**src/rtl/evtmr_pkg.sv**
```systemverilog
package evtmr_pkg;
   typedef enum logic {
      MODE_PRESCALED = 1'b0,
      MODE_RELOAD    = 1'b1
   } tmr_mode_e;
endpackage

```
**src/rtl/evtmr_sync.sv**
```systemverilog
module evtmr_sync #(
   parameter int STAGES = 2
) (
   input  logic clk,
   input  logic rst_n,
   input  logic pin_i,
   output logic fall_o
);
   logic [STAGES-1:0] chain_q;
   logic              last_q;

   always_ff @(posedge clk or negedge rst_n) begin
      if (!rst_n) begin
         chain_q <= '0;
         last_q  <= 1'b0;
      end else begin
         chain_q <= {chain_q[STAGES-2:0], pin_i};
         last_q  <= chain_q[STAGES-1];
      end
   end

   assign fall_o = last_q & ~chain_q[STAGES-1];
endmodule

```
**src/rtl/evtmr_core.sv**
```systemverilog
module evtmr_core
   import evtmr_pkg::*;
#(
   parameter int CNT_W = 8,
   parameter int PRE_W = 5
) (
   input  logic             clk,
   input  logic             rst_n,
   input  logic             step_i,
   input  tmr_mode_e        mode_i,
   input  logic             lo_wr_i,
   input  logic [CNT_W-1:0] lo_wd_i,
   input  logic             hi_wr_i,
   input  logic [CNT_W-1:0] hi_wd_i,
   input  logic             flag_wr_i,
   input  logic             flag_wd_i,
   input  logic             ack_i,
   output logic [CNT_W-1:0] lo_o,
   output logic [CNT_W-1:0] hi_o,
   output logic             flag_o,
   output logic             ovf_o
);
   localparam logic [PRE_W-1:0] PRE_TOP = {PRE_W{1'b1}};
   localparam logic [CNT_W-1:0] CNT_TOP = {CNT_W{1'b1}};

   logic [CNT_W-1:0] lo_q, hi_q, lo_nx, hi_nx;
   logic             flag_q, ovf;

   always_comb begin
      lo_nx = lo_q;
      hi_nx = hi_q;
      ovf   = 1'b0;
      if (step_i) begin
         if (mode_i == MODE_RELOAD) begin
            if (lo_q == CNT_TOP) begin
               lo_nx = hi_q;
               ovf   = 1'b1;
            end else begin
               lo_nx = lo_q + 1'b1;
            end
         end else begin
            if (lo_q[PRE_W-1:0] == PRE_TOP) begin
               lo_nx[PRE_W-1:0] = '0;
               hi_nx            = hi_q + 1'b1;
               ovf              = (hi_q == CNT_TOP);
            end else begin
               lo_nx[PRE_W-1:0] = lo_q[PRE_W-1:0] + 1'b1;
            end
         end
      end
   end

   always_ff @(posedge clk or negedge rst_n) begin
      if (!rst_n) begin
         lo_q   <= '0;
         hi_q   <= '0;
         flag_q <= 1'b0;
      end else begin
         lo_q <= lo_wr_i ? lo_wd_i : lo_nx;
         hi_q <= hi_wr_i ? hi_wd_i : hi_nx;
         if (flag_wr_i)  flag_q <= flag_wd_i;
         else if (ovf)   flag_q <= 1'b1;
         else if (ack_i) flag_q <= 1'b0;
      end
   end

   assign lo_o   = lo_q;
   assign hi_o   = hi_q;
   assign flag_o = flag_q;
   assign ovf_o  = ovf;

   a_r2_upper_kept: assert property (@(posedge clk) disable iff (!rst_n)
      (mode_i == MODE_PRESCALED && !lo_wr_i) |=> $stable(lo_o[CNT_W-1:PRE_W]));
   a_r3_flag_on_ovf: assert property (@(posedge clk) disable iff (!rst_n)
      (ovf_o && !flag_wr_i) |=> flag_o);
   a_r4_hi_kept: assert property (@(posedge clk) disable iff (!rst_n)
      (mode_i == MODE_RELOAD && !hi_wr_i) |=> $stable(hi_o));
   a_r5_ack_clears: assert property (@(posedge clk) disable iff (!rst_n)
      (ack_i && !ovf_o && !flag_wr_i) |=> !flag_o);
   a_r8_lo_write: assert property (@(posedge clk) disable iff (!rst_n)
      lo_wr_i |=> (lo_o == $past(lo_wd_i)));
   a_r8_flag_write: assert property (@(posedge clk) disable iff (!rst_n)
      flag_wr_i |=> (flag_o == $past(flag_wd_i)));
endmodule

```
**src/rtl/evtmr_toggle.sv**
```systemverilog
module evtmr_toggle (
   input  logic clk,
   input  logic rst_n,
   input  logic ovf_i,
   input  logic en_i,
   output logic wave_o
);
   logic wave_q;

   always_ff @(posedge clk or negedge rst_n) begin
      if (!rst_n)             wave_q <= 1'b0;
      else if (ovf_i && en_i) wave_q <= ~wave_q;
   end

   assign wave_o = wave_q;

   a_r9_flip: assert property (@(posedge clk) disable iff (!rst_n)
      (ovf_i && en_i) |=> (wave_o != $past(wave_o)));
   a_r9_hold: assert property (@(posedge clk) disable iff (!rst_n)
      !en_i |=> $stable(wave_o));
endmodule

```
**src/rtl/evtmr_top.sv**
```systemverilog
module evtmr_top
   import evtmr_pkg::*;
#(
   parameter int CNT_W       = 8,
   parameter int PRE_W       = 5,
   parameter int SYNC_STAGES = 2,
   parameter bit HAS_TOGGLE  = 1'b1
) (
   input  logic             clk,
   input  logic             rst_n,
   input  logic             run_en,
   input  logic             gate_en,
   input  logic             gate_in,
   input  logic             evt_sel,
   input  logic             mode_sel,
   input  logic             evt_pin,
   input  logic             lo_wr,
   input  logic [CNT_W-1:0] lo_wdata,
   input  logic             hi_wr,
   input  logic [CNT_W-1:0] hi_wdata,
   input  logic             flag_wr,
   input  logic             flag_wdata,
   input  logic             int_ack,
   input  logic             tgl_en,
   output logic [CNT_W-1:0] cnt_lo,
   output logic [CNT_W-1:0] cnt_hi,
   output logic             ovf_flag,
   output logic             tgl_out
);
   if (PRE_W < 1 || PRE_W >= CNT_W) begin : g_bad_pre
      $error("PRE_W must lie between 1 and CNT_W-1");
   end
   if (SYNC_STAGES < 2) begin : g_bad_sync
      $error("SYNC_STAGES must be at least 2");
   end

   logic evt_fall, allowed, step, ovf;

   evtmr_sync #(.STAGES(SYNC_STAGES)) u_sync (
      .clk    (clk),
      .rst_n  (rst_n),
      .pin_i  (evt_pin),
      .fall_o (evt_fall)
   );

   assign allowed = run_en & (~gate_en | gate_in);
   assign step    = allowed & (evt_sel ? evt_fall : 1'b1);

   evtmr_core #(.CNT_W(CNT_W), .PRE_W(PRE_W)) u_core (
      .clk       (clk),
      .rst_n     (rst_n),
      .step_i    (step),
      .mode_i    (tmr_mode_e'(mode_sel)),
      .lo_wr_i   (lo_wr),
      .lo_wd_i   (lo_wdata),
      .hi_wr_i   (hi_wr),
      .hi_wd_i   (hi_wdata),
      .flag_wr_i (flag_wr),
      .flag_wd_i (flag_wdata),
      .ack_i     (int_ack),
      .lo_o      (cnt_lo),
      .hi_o      (cnt_hi),
      .flag_o    (ovf_flag),
      .ovf_o     (ovf)
   );

   if (HAS_TOGGLE) begin : g_wave
      evtmr_toggle u_wave (
         .clk    (clk),
         .rst_n  (rst_n),
         .ovf_i  (ovf),
         .en_i   (tgl_en),
         .wave_o (tgl_out)
      );
   end else begin : g_no_wave
      assign tgl_out = 1'b0;
   end

   a_r6_gate_hold: assert property (@(posedge clk) disable iff (!rst_n)
      (!(run_en && (!gate_en || gate_in)) && !lo_wr && !hi_wr)
      |=> ($stable(cnt_lo) && $stable(cnt_hi)));
   a_r7_no_edge_hold: assert property (@(posedge clk) disable iff (!rst_n)
      (evt_sel && !evt_fall && !lo_wr && !hi_wr)
      |=> ($stable(cnt_lo) && $stable(cnt_hi)));
endmodule

```
**config.mk**
```make
export PLATFORM = sky130hd
export DESIGN_NAME = evtmr_top
export DESIGN_NICKNAME = d
export VERILOG_FILES = /design/src/rtl/evtmr_pkg.sv /design/src/rtl/evtmr_sync.sv /design/src/rtl/evtmr_core.sv /design/src/rtl/evtmr_toggle.sv /design/src/rtl/evtmr_top.sv
export SDC_FILE = /design/constraint.sdc
export NUM_CORES = 1
export LEC_CHECK = 0
export BUFFER_PORTS_ARGS = -buffer_cell sky130_fd_sc_hd__buf_4
export CELL_PAD_IN_SITES_DETAIL_PLACEMENT = 1
export CELL_PAD_IN_SITES_GLOBAL_PLACEMENT = 2
export CORE_UTILIZATION = 30
export CTS_CLUSTER_SIZE = 16
export DETAILED_ROUTE_END_ITERATION = 16
export PLACE_DENSITY = 0.94
export SYNTH_ARGS = -nofsm -noshare
export SYNTH_HDL_FRONTEND = slang
export SYNTH_SLANG_ARGS = --single-unit
```
**constraint.sdc**
```tcl
create_clock -name clk -period 5.65 [get_ports clk]
set_clock_uncertainty 0.05 [all_clocks]
set_input_delay 0.565 -clock clk [delete_from_list [all_inputs] [get_ports clk]]
set_output_delay 0.565 -clock clk [all_outputs]
set_load 0.02 [all_outputs]
```
After elaboration in Yosys (flattened, before gate mapping)

Index checks and enable logic that the tools add are counted.

Bits in latches: 0
Bits in registers: 21
Memory bits (read-only): 0
Logic and storage cells: 47
Output and inout port bits: 18
Bits of input ports: 30
Memories kept: 0
RAM bits: 0

$mul: 0
Mux-type cells: 18
Divide/modulo/power cells: 0
Order comparisons: 0
Shift operators: 0
Add/sub/neg operators: 3
Bitwise logic cells: 7
Reduce and logical (&&, ||, !) cells: 8
Equality and inequality tests: 4

Operator list:

| cell                                                             | number |
|---|---|
| 8-bit 2-to-1 mux                                                 | 7 |
| 8-bit by 1-bit adder with 8-bit output (second input constant)   | 2 |
| 8-bit equality test (second input constant)                      | 2 |
| 5-bit 2-to-1 mux                                                 | 2 |
| 1-bit 2-to-1 mux                                                 | 8 |
| 2-bit nonzero test                                               | 4 |
| 5-bit by 1-bit adder with 5-bit output (second input constant)   | 1 |
| 5-bit equality test (second input constant)                      | 1 |
| 1-bit AND                                                        | 3 |
| 3-bit 2-to-1 mux                                                 | 1 |
| 1-bit inverter                                                   | 3 |
| 3-bit AND reduction                                              | 1 |
| 3-bit nonzero test                                               | 1 |
| 2-bit by 1-bit != test with 1-bit output (second input constant) | 1 |
| 2-bit AND reduction                                              | 1 |
| 1-bit logical AND                                                | 1 |
| 1-bit bitwise OR                                                 | 1 |

Depth between registers and ports, before layout

Gate-level depths: netlist of run 1.

Word-level depth: 7
Depth in mapped cells: 5
Depth with buffers taken out: 5

Cells and area by module

A second synthesis of run 1 with hierarchy kept.

Cells, all modules: 144
Area total of the unflattened synthesis: 1270.0 µm²

Modules (own cells, without submodules):

| module       | times used | area each (µm²) | cells each | sequential area each (µm²) |
|---|---|---|---|---|
| evtmr_core   | 1          | 1124.8          | 134        | 425.4 |
| evtmr_sync   | 1          | 88.8            | 4          | 75.1 |
| evtmr_toggle | 1          | 37.5            | 3          | 25.0 |
| evtmr_top    | 1          | 18.8            | 3          | 0.0 |

Worst setup path after synthesis of run 1

Ideal clock, no wire load.

Path kind: flip-flop to flip-flop
Start: register u_core.lo_q[0] (netlist: u_core.lo_o[0])
End: register u_core.hi_q[6] (netlist: u_core.hi_o[6])
Period minus slack after synthesis: 2.000 ns
Path buffers: 0
Stages on the path, launching flop included: 6
Library setup time: 0.082 ns
Slack: 3.650 ns
Arrival: 1.868 ns
Required time: 5.518 ns
Cell sequence: dfrtp_1 ha_1 and4_4 o2111ai_4 or4_1 a31oi_1

Cells in the longest elaborated chain, start to end: 3

Ends and longest elaborated chain:

| what                                 | RTL line         | text |
|---|---|---|
| start: declaration                   | evtmr_core.sv:26 | `logic [CNT_W-1:0] lo_q, hi_q, lo_nx, hi_nx;` |
| start signal: assignment             | evtmr_core.sv:59 | `lo_q <= lo_wr_i ? lo_wd_i : lo_nx;` |
| 5-bit equality test                  | evtmr_core.sv:42 | `if (lo_q[PRE_W-1:0] == PRE_TOP) begin` |
| 2-bit nonzero test (no source line)  | --               |  |
| 3-bit AND reduction (no source line) | --               |  |
| end signal: assignment               | evtmr_core.sv:60 | `hi_q <= hi_wr_i ? hi_wd_i : hi_nx;` |
| end: declaration                     | evtmr_core.sv:26 |  |

No other way between the ends.
A chain may end at the register's enable or synchronous reset.

Final worst setup path of run 1

Ends and elaborated chain as after synthesis.

==> results_tabular.tex, run 1 <==
\begin{tabular}{lr}
\hline
Metric & Value \\
\hline
\multicolumn{2}{l}{\textbf{Floorplanning}} \\
Core footprint & 4350 um2 \\
Number of primary I/O pins & 48 \\
Num rows & 24 \\
Horiz. Die Dim & approximately 69 um \\
Die Outline Area & 4800 um2 \\
Overall die height & 69.3 um \\
Starting density of the core & 0.312 \\
\multicolumn{2}{l}{\textbf{Drt}} \\
Wire per inst & around 17 um \\
Drt via density & 5.64 \\
Post-detailed-route DRC marker count & 0 \\
Routed wire length & 4.14 mm \\
Violation count after the first detailed-routing iteration & 61 \\
Count of TritonRoute iterations in the first routing pass & 4 \\
Vias & 1411 \\
Antenna Nets Post-Route & 0 \\
\multicolumn{2}{l}{\textbf{CTS}} \\
Count of buffers added by post-CTS timing repair for setup & 0 \\
CTS tree & yes \\
Level count of the clock H-tree & 1 \\
Resized cells post-CTS & 0 \\
Number of sinks handled by clock tree synthesis & 21 \\
Clock tree root driver cell & sky130\_fd\_sc\_hd\_\_clkbuf\_8 \\
Reg clk slew, reported paths & 0.09 ns \\
Bufs on Longest Clock Path & 2 \\
TritonCTS buffer count & 3 \\
\# hold bufs at CTS & 0 \\
Worst skew pair latency & 0.27 ns \\
\multicolumn{2}{l}{\textbf{Yosys}} \\
Number of enable flip-flop cells after synthesis & 0 \\
Flip-flop cell with the highest count after synthesis & sky130\_fd\_sc\_hd\_\_dfrtp\_1 \\
Number of different library cells in the post-synthesis netlist & 47 \\
Register bit total from synthesis & 21 \\
Avg Cell Area, Syn & 8.88 um2 \\
Number of nets produced by synthesis & between 150 and 200 \\
Sequential element share of the synthesized area & 0.387 \\
Count of yosys warnings during synthesis & 0 \\
Synthesized instance count & 153 \\
Cell area after technology mapping & 1360 um2 \\
Async set-or-reset flop fraction in the synthesized netlist & 1.00 \\
\multicolumn{2}{l}{\textbf{Final layout}} \\
Storage element area & 526 um2 \\
Utilization after layout & 0.412 \\
Total Nets Final & 231 \\
Most frequent cells in the layout & 47 x sky130\_fd\_sc\_hd\_\_buf\_4, 21 x sky130\_fd\_sc\_hd\_\_dfrtp\_1, 13 x sky130\_fd\_sc\_hd\_\_nor2\_1, 13 x sky130\_fd\_sc\_hd\_\_nand2\_1, 12 x sky130\_fd\_sc\_hd\_\_o31ai\_1 \\
Most common cell after layout, fill and taps aside & sky130\_fd\_sc\_hd\_\_buf\_4 \\
Layout cell share with drive strength beyond 1 & 0.298 \\
Area overhead of the layout relative to synthesis & 32.1\% \\
Area of the multi-input gates & 779 um2 \\
Number of filler cells placed in the layout & 524 \\
Antenna cells & 0 \\
\multicolumn{2}{l}{\textbf{Global routing}} \\
Pin count of the biggest net entering global routing & 24 \\
Wire length of the first global-routing pass & 7.10 mm \\
Global routing met1 resource utilization & 0.232 \\
Number of antenna violations at the first check in global routing & 0 \\
GR Util met2 & 0.325 \\
Global routing met3 resource utilization & 0.0233 \\
Via count of the first global-routing pass & 1417 \\
Busiest grt layer & met2 \\
Total routing usage reported by global routing & 0.186 \\
Grt ovf & 0 \\
\multicolumn{2}{l}{\textbf{Power and ir drop}} \\
Maximum resistive drop on vdd & 103 uV \\
Leakage power summed over all cells & 0.000774 uW \\
PD cells & 227 nW/um2 \\
\multicolumn{2}{l}{\textbf{Timing}} \\
Pin slew with the least headroom to its limit & 0.657 ns \\
Hold violation count in the final report & 0 \\
Max\_slew headroom & 0.561 \\
F\_max & 473 MHz \\
Fraction of the cycle the final worst path needs & 0.374 \\
Final setup fails & 0 \\
Pins Over Slew Limit & 0 \\
Unrepaired setup endpoints after global routing & no \\
Accumulated negative setup slack & 0 ns \\
Min Clock Period, post-route & between 2 and 2.5 ns \\
\multicolumn{2}{l}{\textbf{Worst setup path}} \\
Critical path required time & 5.80 ns \\
Crit path max fanout & 10 \\
Kind of critical path & flop to flop \\
Setup crit start kind & flop \\
Kind of end point of the critical path & flop \\
Arrival time of the worst setup path & 2.26 ns \\
\multicolumn{2}{l}{\textbf{Place}} \\
GP Congestion & 0.828 \\
Placed wire-length estimate & 3.11 mm \\
Count of input and output buffers & 47 \\
\multicolumn{2}{l}{\textbf{Worst hold path}} \\
Class of the most critical hold timing path & primary input to async pin \\
\multicolumn{2}{l}{\textbf{Run status}} \\
Run status & finished clean \\
\multicolumn{2}{l}{\textbf{Run}} \\
Reported max-cap violation count & 0 \\
\hline
\end{tabular}
Yosys cell counts, drive strengths merged (2+ instances only):
| cell | instances | area [um2] |
|---|---|---|
| a21oi | 4 | 20.0 |
| a31oi | 11 | 68.8 |
| and3 | 4 | 26.3 |
| and4 | 2 | 20.0 |
| buf | 5 | 23.8 |
| dfrtp | 21 | 526 |
| ha | 2 | 25.0 |
| inv | 7 | 26.3 |
| nand2 | 13 | 48.8 |
| nand2b | 4 | 25.0 |
| nand3 | 7 | 35.0 |
| nand4 | 4 | 31.3 |
| nor2 | 13 | 48.8 |
| nor2b | 3 | 18.8 |
| nor3 | 5 | 25.0 |
| o2111ai | 2 | 35.0 |
| o21ai | 5 | 25.0 |
| o31ai | 12 | 90.1 |
| or3 | 2 | 12.5 |
| or4 | 5 | 37.5 |
metrics by stage:
step | cells | area, um2 | setup WS, ns | hold slack, ns | total power [uW]
floorplan | 153 | 1360 | 3.65 | 0.219 | 247
global placement | 246 | 1750 | 3.65 | 0.284 | 300
detailed placement | 246 | 1750 | 3.55 | 0.286 | 304
CTS | 250 | 1800 | 3.53 | 0.130 | 408
global route | 250 | 1800 | 3.35 | 0.134 | 427
finish | 250 | 1800 | 3.54 | 0.114 | 407
final timing paths:
kind | start | end | slack (ns) | depth (start not counted)
worst max-delay path | u_core.lo_o[0]$_DFFE_PN0P_ | u_core.hi_o[6]$_DFFE_PN0P_ | 3.54 | 5
worst min-delay path | rst_n | u_core.lo_o[3]$_DFFE_PN0P_ | 0.11 | 1
worst max register to register | u_core.lo_o[0]$_DFFE_PN0P_ | u_core.hi_o[6]$_DFFE_PN0P_ | 3.54 | 5
worst min register to register | u_sync.chain_q[0]$_DFF_PN0_ | u_sync.chain_q[1]$_DFF_PN0_ | 0.31 | 0
max in group asynchronous | rst_n | u_sync.last_q$_DFF_PN0_ | 5.21 | 1
min in group clk | u_sync.chain_q[0]$_DFF_PN0_ | u_sync.chain_q[1]$_DFF_PN0_ | 0.31 | 0
critical path: stages (launching register included):
cell,delay (ns)
sky130_fd_sc_hd__dfrtp_1,0.46
sky130_fd_sc_hd__ha_1,0.35
sky130_fd_sc_hd__and4_4,0.31
sky130_fd_sc_hd__o2111ai_4,0.19
sky130_fd_sc_hd__or4_1,0.50
sky130_fd_sc_hd__a31oi_1,0.17
flip-flops by register name (all words and copies together) (netlist names):
name                  count
g_wave.u_wave.wave_o      1
u_core.hi_o               8
u_core.lo_o               8
u_sync.last_q             1
u_core.flag_o             1
u_sync.chain_q            2
cell families (layout without fill, tap and decap cells):
logic type / Yosys count / count (layout) / share of synthesized area
buffers and inverters: 13 / 58 / 0.0396
adders and majority gates: 2 / 2 / 0.0184
xor gates and xnor gates: 1 / 1 / 0.00645
and+or+nand+nor: 67 / 67 / 0.272
AOI/OAI and AO/OA: 48 / 48 / 0.270
muxes: 1 / 1 / 0.00737
DFF: 21 / 21 / 0.387
routing by layer:
metal / share of wire / vias to the layer above
met5: 0 / -
met4: 0.016 / 0
met3: 0.028 / 4
met2: 0.50 / 26
met1: 0.45 / 696
li1: - / 685
final cells by class:
cell class / count / share of cell area
multi-input cells: 119 / 0.434
clock inverters: 1 / 0.00279
well taps: 52 / 0.0362
repair buffers: 47 / 0.197
inverters: 7 / 0.0146
clock buffers: 3 / 0.0230
flip-flops and latches: 21 / 0.293
power by group:
part / internal [uW] / switching [uW] / total [uW] / leakage, uW
clock: 49.4 / 57.1 / 106 / 0.0000255
sequential: 163 / 24.5 / 188 / 0.000246
combinational: 52.1 / 60.2 / 112 / 0.000503
total: 265 / 142 / 407 / 0.000774
(Power assumes the default switching activity.)
==> inputs of run 2 (changes only) <==
Settings changed: CORE_UTILIZATION 30 to 28, PLACE_DENSITY 0.94 to 0.89.
Clock period 5.65 ns to 1.96 ns, I/O delays scaled along.
==> results_tabular.tex, run 2 (synthesis results as in run 1) <==
\begin{tabular}{lr}
\hline
Metric & Value \\
\hline
\multicolumn{2}{l}{\textbf{Run status}} \\
Run status & finished clean \\
\multicolumn{2}{l}{\textbf{Worst hold path}} \\
Class of the most critical hold timing path & primary input to flop \\
Min-Delay Path Depth & 2 \\
\multicolumn{2}{l}{\textbf{Global routing}} \\
Total routing usage reported by global routing & 0.190 (+0.00392) \\
Wire length of the first global-routing pass & 7.60 mm (+7.0\%) \\
Grt ovf & 0 (unchanged) \\
Number of antenna violations at the first check in global routing & 0 (unchanged) \\
Pin count of the biggest net entering global routing & 24 (unchanged) \\
Via count of the first global-routing pass & 1556 (+9.8\%) \\
\multicolumn{2}{l}{\textbf{Place}} \\
Placed wire-length estimate & 3.49 mm (+12\%) \\
Cell total after placement & 253 (+2.8\%) \\
GP Congestion & 0.824 (-0.58\%) \\
Count of input and output buffers & 47 (unchanged) \\
\multicolumn{2}{l}{\textbf{Timing}} \\
Fraction of the cycle the final worst path needs & 0.938 (+0.564) \\
Hold violation count in the final report & 0 (unchanged) \\
Max\_slew headroom & 0.676 (+0.115) \\
Accumulated negative setup slack & 0 ns (unchanged) \\
Unrepaired setup endpoints after global routing & no \\
Pins Over Slew Limit & 0 (unchanged) \\
F\_max & 544 MHz (+15\%) \\
Min Clock Period, post-route & 1.84 ns (-0.274 ns) \\
Final setup fails & 0 (unchanged) \\
Pin slew with the least headroom to its limit & 0.483 ns (-0.174 ns) \\
\multicolumn{2}{l}{\textbf{Floorplanning}} \\
Overall die height & 71.7 um (+3.4\%) \\
Die Outline Area & 5140 um2 (+6.9\%) \\
Starting density of the core & 0.302 (-0.0104) \\
Horiz. Die Dim & 71.7 um (+3.4\%) \\
Number of primary I/O pins & 48 (unchanged) \\
Core footprint & 4500 um2 (+3.4\%) \\
Num rows & 24 (unchanged) \\
\multicolumn{2}{l}{\textbf{Final layout}} \\
Most common cell after layout, fill and taps aside & sky130\_fd\_sc\_hd\_\_buf\_4 \\
Fin cells & 262 (+4.8\%) \\
Utilization after layout & 0.426 (+0.0138) \\
Total Nets Final & 243 (+5.2\%) \\
Antenna cells & 0 (unchanged) \\
Most frequent cells in the layout & 57 x sky130\_fd\_sc\_hd\_\_buf\_4, 20 x sky130\_fd\_sc\_hd\_\_dfrtp\_1, 13 x sky130\_fd\_sc\_hd\_\_nand2\_1, 12 x sky130\_fd\_sc\_hd\_\_o31ai\_1, 12 x sky130\_fd\_sc\_hd\_\_nor2\_1 \\
Number of filler cells placed in the layout & 539 (+2.9\%) \\
Area overhead of the layout relative to synthesis & 41.3\% \\
Layout cell share with drive strength beyond 1 & 0.343 (+0.0449) \\
\multicolumn{2}{l}{\textbf{Power and ir drop}} \\
Leakage power summed over all cells & 0.000827 uW (+6.9\%) \\
Maximum resistive drop on vdd & 291 uV (+180\%) \\
PD cells & 636 nW/um2 (+180\%) \\
\multicolumn{2}{l}{\textbf{Worst setup path}} \\
Crit path max fanout & 7 (-3) \\
Critical path required time & 2.10 ns (-3.70 ns) \\
Worst reg-to-reg path cell count & 5 (unchanged) \\
Arrival time of the worst setup path & 1.98 ns (-0.28 ns) \\
Setup crit start kind & flop \\
Kind of critical path & flop to flop \\
Kind of end point of the critical path & flop \\
\multicolumn{2}{l}{\textbf{Drt}} \\
Post-detailed-route DRC marker count & 0 (unchanged) \\
Antenna Nets Post-Route & 0 (unchanged) \\
Count of TritonRoute iterations in the first routing pass & 4 (unchanged) \\
Vias & 1478 (+4.7\%) \\
Wire per inst & 17.9 um (+8.3\%) \\
Violation count after the first detailed-routing iteration & 86 (+41\%) \\
Routed wire length & 4.70 mm (+13\%) \\
Drt via density & 5.64 (about the same) \\
\multicolumn{2}{l}{\textbf{CTS}} \\
Worst skew pair latency & 0.27 ns (about the same) \\
Clock tree root driver cell & sky130\_fd\_sc\_hd\_\_clkbuf\_8 \\
CTS tree & yes \\
Number of sinks handled by clock tree synthesis & 21 (unchanged) \\
Bufs on Longest Clock Path & 2 (unchanged) \\
TritonCTS buffer count & 3 (unchanged) \\
Level count of the clock H-tree & 1 (unchanged) \\
Reg clk slew, reported paths & 0.09 ns (about the same) \\
\multicolumn{2}{l}{\textbf{Run}} \\
Reported max-cap violation count & 0 (unchanged) \\
\hline
\end{tabular}
run 2: critical path, stage by stage (launching register included):
cell	delay [ns]
sky130_fd_sc_hd__dfrtp_1	0.41
sky130_fd_sc_hd__ha_4	0.19
sky130_fd_sc_hd__and4_4	0.26
sky130_fd_sc_hd__nand4_2	0.17
sky130_fd_sc_hd__or4_1	0.51
sky130_fd_sc_hd__a31oi_1	0.17
run 2: area by class of cell:
class | count | area [um2] | share of cell area
clock buffer | 3 | 41.3 | 0.0215
multi-input combinational | 119 | 807 | 0.420
inverter | 7 | 26.3 | 0.0137
clock inverter | 1 | 5.00 | 0.00261
sequential | 21 | 527 | 0.274
timing repair buffer | 59 | 448 | 0.233
tap | 52 | 65.1 | 0.0339
run 2: path summary, 6_finish.rpt:
path,startpoint,to,slack (ns)
worst max-delay path,u_core.lo_o[1]$_DFFE_PN0P_,u_core.hi_o[7]$_DFFE_PN0P_,0.12
worst min-delay path,flag_wr,u_core.flag_o$_DFFE_PN0P_,0.05
worst max register to register,u_core.lo_o[1]$_DFFE_PN0P_,u_core.hi_o[7]$_DFFE_PN0P_,0.12
worst min register to register,u_sync.chain_q[0]$_DFF_PN0_,u_sync.chain_q[1]$_DFF_PN0_,0.32
max in group asynchronous,rst_n,u_core.lo_o[0]$_DFFE_PN0P_,1.32
min in group asynchronous,rst_n,u_core.lo_o[4]$_DFFE_PN0P_,0.30
run 2: timing repair:
action                                  CTS  global route
gates resized for setup                   0             3
endpoints found under the setup margin    0            11
hold buffers                              2             0
setup buffers                             0             3
hold endpoints to repair                 22             0
run 2: where the power goes:
| group | switching [uW] | internal, uW | total (uW) |
|---|---|---|---|
| Sequential | 58.3 | 472 | 530 |
| Combinational | 204 | 178 | 381 |
| Clock | 168 | 142 | 310 |
run 2: through the flow:
step / cell area (um2) / power [uW] / setup WS (ns) / hold WS (ns)
3_3_place_gp: 1810 / 889 / 0.143 / 0.0519
3_5_place_dp: 1810 / 906 / 0.0314 / 0.0598
5_1_grt: 1920 / 1280 / 0.0206 / 0.0573
6_report: 1920 / 1220 / 0.121 / 0.0508
4_1_cts: 1870 / 1210 / 0.00880 / 0.0545
2_1_floorplan: 1360 / 714 / 0.0116 / -0.150
run 2: routing by layer:
layer / share of wire / vias up / GRT usage
met5: 0 / - / 0
met4: 0.013 / 0 / 0.0763
met3: 0.027 / 4 / 0.0211
met2: 0.52 / 27 / 0.339
met1: 0.44 / 742 / 0.234
li1: - / 705 / -
==> inputs of run 3 (changes only) <==
Clock period 1.96 ns to 2.1 ns, I/O delays scaled along.
==> results_tabular.tex, run 3 (synthesis results as in run 1) <==
\begin{tabular}{lr}
\hline
Metric & Value \\
\hline
\multicolumn{2}{l}{\textbf{Worst setup path}} \\
Largest incremental delay on the critical path & 0.52 ns (about the same) \\
Kind of critical path & flop to flop \\
Setup crit start kind & flop \\
Critical path required time & 2.24 ns (+0.14 ns) \\
Worst path top cell family by delay & simple AND/OR/NAND/NOR gates \\
Bufs and invs on worst path & 0 (unchanged) \\
Crit path max fanout & 10 (+3) \\
Kind of end point of the critical path & flop \\
Cell type of the slowest stage on the worst timing path & sky130\_fd\_sc\_hd\_\_or4\_1 \\
Arrival time of the worst setup path & 2.07 ns (+0.09 ns) \\
Worst reg2reg setup slack & 0.18 ns (+0.06 ns) \\
Cell Chain, Critical Path & ha\_2 > and4\_4 > o2111ai\_4 > or4\_1 > a31oi\_1 \\
\multicolumn{2}{l}{\textbf{CTS}} \\
Clock tree root driver cell & sky130\_fd\_sc\_hd\_\_clkbuf\_8 \\
Reg clk slew, reported paths & 0.09 ns (about the same) \\
Worst skew pair latency & 0.27 ns (about the same) \\
Number of sinks handled by clock tree synthesis & 21 (unchanged) \\
Bufs on Longest Clock Path & 2 (unchanged) \\
CTS tree & yes \\
Level count of the clock H-tree & 1 (unchanged) \\
Count of buffers added by post-CTS timing repair for setup & 0 (unchanged) \\
TritonCTS buffer count & 3 (unchanged) \\
\multicolumn{2}{l}{\textbf{Final layout}} \\
Area overhead of the layout relative to synthesis & 36.6\% \\
Most common cell after layout, fill and taps aside & sky130\_fd\_sc\_hd\_\_buf\_4 \\
Total Nets Final & 238 (-2.1\%) \\
Fin cells & 257 (-1.9\%) \\
Layout cell share with drive strength beyond 1 & 0.317 (-0.0258) \\
Storage element area & 526 um2 (-0.24\%) \\
Number of filler cells placed in the layout & 556 (+3.2\%) \\
Antenna cells & 0 (unchanged) \\
Area of the multi-input gates & 782 um2 (-3.1\%) \\
Most frequent cells in the layout & 52 x sky130\_fd\_sc\_hd\_\_buf\_4, 21 x sky130\_fd\_sc\_hd\_\_dfrtp\_1, 13 x sky130\_fd\_sc\_hd\_\_nor2\_1, 13 x sky130\_fd\_sc\_hd\_\_nand2\_1, 12 x sky130\_fd\_sc\_hd\_\_o31ai\_1 \\
\multicolumn{2}{l}{\textbf{Drt}} \\
Post-detailed-route DRC marker count & 0 (unchanged) \\
Count of TritonRoute iterations in the first routing pass & 4 (unchanged) \\
Wire per inst & 16.6 um (-7.1\%) \\
Drt via density & 5.57 (-1.2\%) \\
Routed wire length & 4.28 mm (-8.9\%) \\
Violation count after the first detailed-routing iteration & 51 (-41\%) \\
Antenna Nets Post-Route & 0 (unchanged) \\
Vias & 1432 (-3.1\%) \\
\multicolumn{2}{l}{\textbf{Floorplanning}} \\
Starting density of the core & 0.302 (unchanged) \\
Overall die height & 71.7 um (unchanged) \\
Number of primary I/O pins & 48 (unchanged) \\
Die Outline Area & 5140 um2 (unchanged) \\
Core footprint & 4500 um2 (unchanged) \\
Num rows & 24 (unchanged) \\
Horiz. Die Dim & 71.7 um (unchanged) \\
\multicolumn{2}{l}{\textbf{Timing}} \\
Max\_slew headroom & 0.528 (-0.148) \\
Final setup fails & 0 (unchanged) \\
Pins Over Slew Limit & 0 (unchanged) \\
Unrepaired setup endpoints after global routing & no \\
Fraction of the cycle the final worst path needs & 0.914 (-0.0239) \\
Accumulated negative setup slack & 0 ns (unchanged) \\
Hold violation count in the final report & 0 (unchanged) \\
Min Clock Period, post-route & 1.92 ns (+0.0813 ns) \\
Pin slew with the least headroom to its limit & 0.705 ns (+0.222 ns) \\
F\_max & 521 MHz (-4.2\%) \\
\multicolumn{2}{l}{\textbf{Global routing}} \\
Wire length of the first global-routing pass & 7.00 mm (-7.9\%) \\
Grt ovf & 0 (unchanged) \\
Number of antenna violations at the first check in global routing & 0 (unchanged) \\
Via count of the first global-routing pass & 1449 (-6.9\%) \\
Total routing usage reported by global routing & 0.173 (-0.0173) \\
Pin count of the biggest net entering global routing & 24 (unchanged) \\
\multicolumn{2}{l}{\textbf{Place}} \\
Placed wire-length estimate & 3.19 mm (-8.5\%) \\
Count of input and output buffers & 47 (unchanged) \\
Cell total after placement & 251 (-0.79\%) \\
GP Congestion & 0.804 (-2.3\%) \\
\multicolumn{2}{l}{\textbf{Run}} \\
Reported max-cap violation count & 0 (unchanged) \\
\multicolumn{2}{l}{\textbf{Power and ir drop}} \\
Internal power summed over all cells & 727 uW (-8.1\%) \\
Logic gate share of total power & 0.301 (-0.011) \\
Sw frac & 0.340 (-0.0114) \\
PD cells & 594 nW/um2 (-6.6\%) \\
Clk pwr share & 0.251 (-0.003) \\
Net Switching & 375 uW (-13\%) \\
Post-layout power & 1100 uW (-9.7\%) \\
Leakage power summed over all cells & 0.000806 uW (-2.7\%) \\
Part of the power in registers & 0.448 (+0.014) \\
Maximum resistive drop on vdd & 201 uV (-31\%) \\
\multicolumn{2}{l}{\textbf{Run status}} \\
Run status & finished clean \\
\multicolumn{2}{l}{\textbf{Worst hold path}} \\
Class of the most critical hold timing path & primary input to flop \\
\hline
\end{tabular}
-- run 3: cell count changes in the layout (fill, tap and decap cells not counted) --
cell,before,now
sky130_fd_sc_hd__dfrtp_2,1,0
sky130_fd_sc_hd__buf_4,57,52
sky130_fd_sc_hd__ha_2,0,1
sky130_fd_sc_hd__a2111oi_2,0,1
sky130_fd_sc_hd__nor2_1,12,13
sky130_fd_sc_hd__nor2_2,1,0
sky130_fd_sc_hd__a2111oi_4,1,0
sky130_fd_sc_hd__dfrtp_1,20,21
sky130_fd_sc_hd__ha_4,1,0
-- run 3: layer usage --
metal,routed length (um),track usage
met1,2030,0.231
met2,2090,0.303
met3,143,0.0197
met4,14,0.0327
met5,0,0
-- run 3: worst paths after layout --
| check | startpoint | to | cells after the start |
|---|---|---|---|
| worst max-delay path | u_core.lo_o[1]$_DFFE_PN0P_ | u_core.hi_o[6]$_DFFE_PN0P_ | 5 |
| worst min-delay path | flag_wr | u_core.flag_o$_DFFE_PN0P_ | 2 |
| worst max register to register | u_core.lo_o[1]$_DFFE_PN0P_ | u_core.hi_o[6]$_DFFE_PN0P_ | 5 |
| worst min register to register | u_sync.chain_q[0]$_DFF_PN0_ | u_sync.chain_q[1]$_DFF_PN0_ | 0 |
| max in group asynchronous | rst_n | u_core.hi_o[7]$_DFFE_PN0P_ | 2 |
| min in group asynchronous | rst_n | u_core.lo_o[6]$_DFFE_PN0P_ | 2 |
-- run 3: timing repair --
action                                  in CTS  in global routing
endpoints found under the setup margin       0                  1
endpoints found under the hold margin       22                  0
hold buffers                                 2                  0
gates resized for setup                      0                  1
-- run 3: cell type report --
type	count	share of cell area
well taps	52	0.0351
repair buffers	54	0.221
flip-flops and latches	21	0.283
multi-input cells	119	0.421
inverters	7	0.0142
clock inverters	1	0.00270
clock buffers	3	0.0223
-- run 3: per-stage QoR --
stage                util  setup WS [ns]  hold slack [ns]  area [um2]
floorplan               -         0.0999           -0.136        1360
global placement    0.397          0.252           0.0685        1790
detailed placement  0.397          0.169           0.0710        1790
CTS                 0.411          0.151           0.0641        1850
global route        0.412         0.0171           0.0680        1860
finish              0.412          0.180           0.0614        1860
-- run 3: worst reg2reg max path: cells and delay by family (launching register included) --
family                     cells  cell delay, ns
and+or+nand+nor                2            0.78
DFF                            1            0.42
AOI/OAI and AO/OA              2            0.37
adders and majority gates      1            0.23
-- run 3: power groups by stage --
stage          Clock, uW  Sequential, uW  Combinational [uW]
4_1_cts              284             494                 334
2_1_floorplan          0             529                 136
6_report             277             494                 332
3_3_place_gp           0             501                 325
5_1_grt              298             502                 365
3_5_place_dp           0             502                 330
